<file path="src/rtl/vcs_pkg.sv">
package vcs_pkg;
    localparam int MODE_W       = 7;
    localparam int MODE_HI      = 6;
    localparam int MODE_LO      = 5;
    localparam int SYNC_POL_BIT = 4;
    localparam int NUM_CH       = 4;
    localparam int NUM_COLOR    = 3;

    typedef enum logic [1:0] {
        MODE_PASS  = 2'b00,
        MODE_VGA   = 2'b01,
        MODE_RSV_A = 2'b10,
        MODE_RSV_B = 2'b11
    } vcs_mode_e;
endpackage

</file>
<file path="src/rtl/vcs_weight_row.sv">
// One output colour: three signed weight x unsigned pixel products.
module vcs_weight_row import vcs_pkg::*; #(
    parameter int CH_W = 8
) (
    input  logic [NUM_CH*CH_W-1:0]          coef,
    input  logic [NUM_CH*CH_W-1:0]          pix,
    output logic [NUM_COLOR*(2*CH_W+1)-1:0] prod
);
    localparam int PW = 2 * CH_W + 1;

    for (genvar c = 0; c < NUM_COLOR; c++) begin : g_col
        localparam int CH = NUM_CH - 1 - c;
        logic signed [PW-1:0] w_ext;
        logic signed [PW-1:0] p_ext;
        logic signed [PW-1:0] prod_c;
        always_comb begin
            w_ext  = PW'($signed(coef[CH*CH_W +: CH_W]));
            p_ext  = PW'($signed({1'b0, pix[CH*CH_W +: CH_W]}));
            prod_c = w_ext * p_ext;
        end
        assign prod[c*PW +: PW] = prod_c;
    end
endmodule

</file>
<file path="src/rtl/vcs_sum_clamp.sv">
// Adds three products, drops the fraction (floor) and clamps to the channel range.
module vcs_sum_clamp import vcs_pkg::*; #(
    parameter int CH_W = 8
) (
    input  logic [NUM_COLOR*(2*CH_W+1)-1:0] prod,
    output logic [CH_W-1:0]                 level
);
    localparam int PW   = 2 * CH_W + 1;
    localparam int SW   = PW + 2;
    localparam int FRAC = CH_W - 1;
    localparam int MAXV = (1 << CH_W) - 1;

    logic signed [SW-1:0] acc;
    logic signed [SW-1:0] shifted;

    always_comb begin
        acc = '0;
        for (int c = 0; c < NUM_COLOR; c++) begin
            acc = acc + SW'($signed(prod[c*PW +: PW]));
        end
        shifted = acc >>> FRAC;
        if (shifted[SW-1]) begin
            level = '0;
        end else if (shifted > $signed(SW'(MAXV))) begin
            level = '1;
        end else begin
            level = shifted[CH_W-1:0];
        end
    end
endmodule

</file>
<file path="src/rtl/vcs_sync_gen.sv">
// Rebuilds the sync channel as a full-scale level with selectable polarity.
module vcs_sync_gen #(
    parameter int CH_W = 8
) (
    input  logic [CH_W-1:0] raw,
    input  logic            invert,
    output logic [CH_W-1:0] level
);
    always_comb begin
        level = ((|raw) ^ invert) ? '1 : '0;
    end
endmodule

</file>
<file path="src/rtl/vga_color_scaler.sv">
module vga_color_scaler import vcs_pkg::*; #(
    parameter int CH_W = 8
) (
    input  logic                     clk,
    input  logic                     rst_n,
    input  logic [MODE_W-1:0]        cfg_mode,
    input  logic [NUM_CH*CH_W-1:0]   coef_r,
    input  logic [NUM_CH*CH_W-1:0]   coef_g,
    input  logic [NUM_CH*CH_W-1:0]   coef_b,
    input  logic                     in_valid,
    input  logic [NUM_CH*CH_W-1:0]   in_chan,
    output logic                     out_valid,
    output logic [NUM_CH*CH_W-1:0]   out_chan
);
    localparam int DW   = NUM_CH * CH_W;
    localparam int PW   = 2 * CH_W + 1;
    localparam int ROWW = NUM_COLOR * PW;

    typedef struct packed {
        logic                      valid;
        logic                      vga;
        logic [DW-1:0]             raw;
        logic [CH_W-1:0]           sync;
        logic [NUM_COLOR*ROWW-1:0] prod;
    } s1_t;

    typedef struct packed {
        logic          valid;
        logic [DW-1:0] data;
    } s2_t;

    typedef struct packed {
        s1_t s1;
        s2_t s2;
    } st_t;

    st_t st_d, st_q;

    logic [DW-1:0]             coef_row [NUM_COLOR];
    logic [NUM_COLOR*ROWW-1:0] prod_now;
    logic [CH_W-1:0]           sync_now;
    logic [NUM_COLOR*CH_W-1:0] level_s2;

    assign coef_row[0] = coef_r;
    assign coef_row[1] = coef_g;
    assign coef_row[2] = coef_b;

    // Stage 1: products, computed against the configuration of this sample.
    for (genvar k = 0; k < NUM_COLOR; k++) begin : g_row
        vcs_weight_row #(.CH_W(CH_W)) u_row (
            .coef (coef_row[k]),
            .pix  (in_chan),
            .prod (prod_now[k*ROWW +: ROWW])
        );
    end

    vcs_sync_gen #(.CH_W(CH_W)) u_sync (
        .raw    (in_chan[CH_W-1:0]),
        .invert (cfg_mode[SYNC_POL_BIT]),
        .level  (sync_now)
    );

    // Stage 2: sum and clamp from registered products.
    for (genvar k = 0; k < NUM_COLOR; k++) begin : g_sum
        vcs_sum_clamp #(.CH_W(CH_W)) u_sum (
            .prod  (st_q.s1.prod[k*ROWW +: ROWW]),
            .level (level_s2[k*CH_W +: CH_W])
        );
    end

    always_comb begin
        st_d          = st_q;
        st_d.s1.valid = in_valid;
        st_d.s1.vga   = (vcs_mode_e'(cfg_mode[MODE_HI:MODE_LO]) == MODE_VGA);
        st_d.s1.raw   = in_chan;
        st_d.s1.sync  = sync_now;
        st_d.s1.prod  = prod_now;

        st_d.s2.valid = st_q.s1.valid;
        if (st_q.s1.vga) begin
            for (int k = 0; k < NUM_COLOR; k++) begin
                st_d.s2.data[(NUM_CH-1-k)*CH_W +: CH_W] = level_s2[k*CH_W +: CH_W];
            end
            st_d.s2.data[CH_W-1:0] = st_q.s1.sync;
        end else begin
            st_d.s2.data = st_q.s1.raw;
        end
    end

    always_ff @(posedge clk or negedge rst_n) begin
        if (!rst_n) begin
            st_q <= '0;
        end else begin
            st_q <= st_d;
        end
    end

    assign out_valid = st_q.s2.valid;
    assign out_chan  = st_q.s2.data;
endmodule

</file>
<file path="config.mk">
export PLATFORM = sky130hd
export DESIGN_NAME = vga_color_scaler
export DESIGN_NICKNAME = d
export VERILOG_FILES = /design/src/rtl/vcs_pkg.sv /design/src/rtl/vcs_weight_row.sv /design/src/rtl/vcs_sum_clamp.sv /design/src/rtl/vcs_sync_gen.sv /design/src/rtl/vga_color_scaler.sv
export SDC_FILE = /design/constraint.sdc
export NUM_CORES = 2
export LEC_CHECK = 0
export BUFFER_PORTS_ARGS = -buffer_cell sky130_fd_sc_hd__buf_4
export CAP_MARGIN = 20
export CORE_AREA = 2 2 313 238
export CTS_BUF_LIST = sky130_fd_sc_hd__clkbuf_8
export DETAILED_ROUTE_END_ITERATION = 12
export DIE_AREA = 0 0 315 240
export GPL_ROUTABILITY_DRIVEN = 1
export PLACE_DENSITY = 0.61
export SYNTH_ARGS = -nofsm -noshare
export SYNTH_HDL_FRONTEND = slang
export SYNTH_SLANG_ARGS = --single-unit
</file>
<file path="constraint.sdc">
create_clock -name clk -period 4.1 [get_ports clk]
set_input_delay 0.41 -clock clk [delete_from_list [all_inputs] [get_ports clk]]
set_output_delay 0.41 -clock clk [all_outputs]
set_load 0.03 [all_outputs]
</file>
==> impl_metrics.tcl <==
set metrics [dict create \
    status "finished, final reports clean" \
    min_path_type "in -> reg" \
    r2r_setup_slack_ns 0.50 \
    cts_root_buf "clkbuf_8" \
    drtIter0Drc 1055 \
    initial_utilization 0.397 \
    critPathLaunchType "input port" \
    synth-warning-count 0 \
    syn2layout_area_growth_pct 19.3 \
    final_area_sq_mm 0.0344 \
    synth_cell_type_count 58 \
    hpwl_um 56600 \
    crit_top_cell "fa_1" \
    port_buffers 142 \
    period_needed_ns 3.84 \
    yosys_register_bits 221 \
    synthCells 3007 \
    syn_nets 3964 \
    overflow 0 \
    synthesis.area_sq_mm 0.0288 \
    drc 0 \
    synth_most_common_cell "inv_1" \
    gp_congestion 0.896 \
    p_per_area_mw_per_mm2 641 \
    setup_viol 0 \
    drt-pass1-iter-count 5 \
    rsz0062_at_grt "false" \
    async_flop_share 1.00 \
    grt_max_degree 85 \
    postPlaceCellArea_sq_mm 0.0334 \
    floorplan.die.height_um 240 \
    grt_busiest_layer "met1" \
    cp_top_family "adder cells" \
    antenna_left 0 \
    hold_violations 0 \
    io_pins 171 \
    yosys.area.top_type "fa_1" \
    cts_tree "done" \
    crit_chain "buf_4, nand2_1, fa_2, fa_1, fa_1, fa_1, inv_1, ha_1, nor2b_1, o21a_1, o21ai_0, nand2b_1, a31o_2, a41oi_2, nor2b_2, xnor2_1" \
    synthFlopType "dfrtp_1" \
    grtUsageMet2 0.279 \
    drive_gt1_frac 0.175 \
    htree_levels 2 \
    synth_top_area_frac 0.265 \
    maxSlewViolCount 0 \
    cp_slowest_stage_delay_ns 0.54 \
    gr-usage-met3 0.0317 \
    synth_edf_count 0 \
    grt_antenna_before_repair 7 \
    wire_per_inst_um 15.1 \
    yosys-top-cells-area "fa_1 (26%), dfrtp_1 (19%), ha_1 (19%), inv_1 (7.9%), and2_1 (6.0%)" \
    track_usage 0.188 \
    arrival_ns 4.34 \
    core-area_sq_mm 0.0726 \
    synth_commonest_cells "inv_1 (603), ha_1 (438), fa_1 (381), nand2_1 (307), and2_1 (274)" \
    maxCapViolCount 0 \
    cp_slowest_cell "fa_1" \
    clk_pin_slew_ns 0.06 \
    critPathMaxFanout 18 \
    routed_wl_um 67100 \
    finalCritPeriodShare 0.936 \
    grt_pass1_vias 21200 \
    seq_area_frac_synth 0.192 \
    cellLeakagePower_nw 18.1 \
    worstSetupEndpointType "flop" \
    cts_inserted_buffers 39 \
    peakVddDrop_uv 604 \
    clock_latency_ns 0.61 \
    cp-startpoint "in_chan[19]" \
    die_area_sq_mm 0.0756 \
    met1_usage 0.285 \
    die_x_um 315 \
    synth_area_per_cell_sq_um 9.58 \
    reg2reg_from "st_q[87]$_DFF_PN0_" \
    final_core_util 0.473 \
    num_rows 86 \
    cts.sinks 221 \
    relSlewSlack 0.491 \
    clock.fmax_mhz 261 \
    via_per_inst 4.65 \
    nets 4393 \
    critPathRequiredTime_ns 4.61 \
    worst_pin_slew_ns 0.757 \
    clockBufferDepth 3 \
    critPathBufInv 2 \
    skew_ns 0.0417 \
    vias 20600 \
    setup.worst_path.class "in -> reg" \
    grt_pass1_wl_um 113000 \
    worstHoldStart "cfg_mode[5]" \
]
cell type report:
class	instances	area (sq um)
well taps	968	1210
clock buffers	49	674
clock inverters	18	153
inverters	603	2260
fillers	6888	38300
flip-flops and latches	221	5530
diodes	4	10.0
repair buffers	476	3700
multi-input cells	2095	20800
path summary, 6_finish.rpt:
path,end,depth (start not counted)
max,st_q[115]$_DFF_PN0_,16
min in group asynchronous,st_d[32]$_DFF_PN0_,2
min reg2reg,out_valid$_DFF_PN0_,0
min,st_q[226]$_DFF_PN0_,2
max reg2reg,out_chan[16]$_DFF_PN0_,12
max in group asynchronous,st_q[113]$_DFF_PN0_,3
report_power, final:
group	switching [mW]	internal [mW]
Clock	0.975	1.21
Combinational	8.58	7.69
Sequential	0.569	2.99
what timing repair did:
action / 4_1_cts / 5_1_grt
gates resized for setup: 0 / 1
hold buffers: 13 / 0
hold endpoints to repair: 93 / 0
buffers inserted: 0 / 0
setup endpoints to repair: 0 / 1
kinds of logic (layout without fill, tap and decap cells):
kind of cell	after synthesis	count (layout)	share of synthesized area
flip-flops	221	221	0.192
adder cells (fa/ha/maj)	819	819	0.455
buffers and inverters	691	1146	0.0942
XOR/XNOR	133	133	0.0404
multiplexers	2	2	0.000695
AND/OR/NAND/NOR	856	856	0.150
AO/OA/AOI/OAI	285	285	0.0678
other	0	4	0
cell usage in the layout (no fill, tap or decap), types with 10 or more instances in the layout:
master	count
a31o_2	11
nand2_2	11
xor2_1	27
nand2b_1	57
o211ai_1	10
dfrtp_1	221
ha_1	427
a21o_1	39
inv_1	602
a21oi_1	89
nor2_1	88
nor2b_1	28
nor3_1	28
o21ai_0	37
o221a_2	13
dlygate4sd3_1	13
nand2_1	296
buf_4	455
and2_1	273
o21a_1	12
xnor2_1	106
clkbuf_8	49
or3_1	11
ha_4	11
fa_1	375
nand3_1	31
flip-flops by register name, indices dropped and copies added, names as in the netlist:
| signal | cells |
|---|---|
| out_valid | 1 |
| out_chan | 32 |
| st_d | 1 |
| st_q | 187 |
through the flow:
step / power [mW] / cells / TNS (ns) / hold slack, ns / worst slack (ns)
finish: 22.0 / 4434 / 0 / 0.0790 / 0.264
global route: 24.4 / 4433 / 0 / 0.0527 / 0.0220
CTS: 22.2 / 4430 / 0 / 0.0339 / 0.264
detailed placement: 19.8 / 4350 / -9.68 / 0.342 / -0.382
global placement: 19.7 / 4350 / -8.80 / 0.332 / -0.321
floorplan: 14.9 / 3007 / -0.0403 / 0.114 / -0.0216
worst reg2reg max path: stages (launching register included):
cell      delay [ns]
dfrtp_1         0.33
inv_1           0.05
fa_1            0.52
inv_1           0.05
ha_1            0.28
nand2_1         0.05
o31ai_1         0.62
a211oi_1        0.27
o21ai_0         0.41
nand4_1         0.14
a31oi_1         0.35
nand2b_1        0.26
o221a_2         0.20
layer usage:
layer  share of wire  routed length (um)  up-vias
met5         0.00010                   7        -
met4           0.016                1090        2
li1                -                   -    10200
met3           0.055                3690       66
met2            0.42               28200      395
met1            0.51               34200     9936
Note: power is estimated with default switching activity, not from simulation.
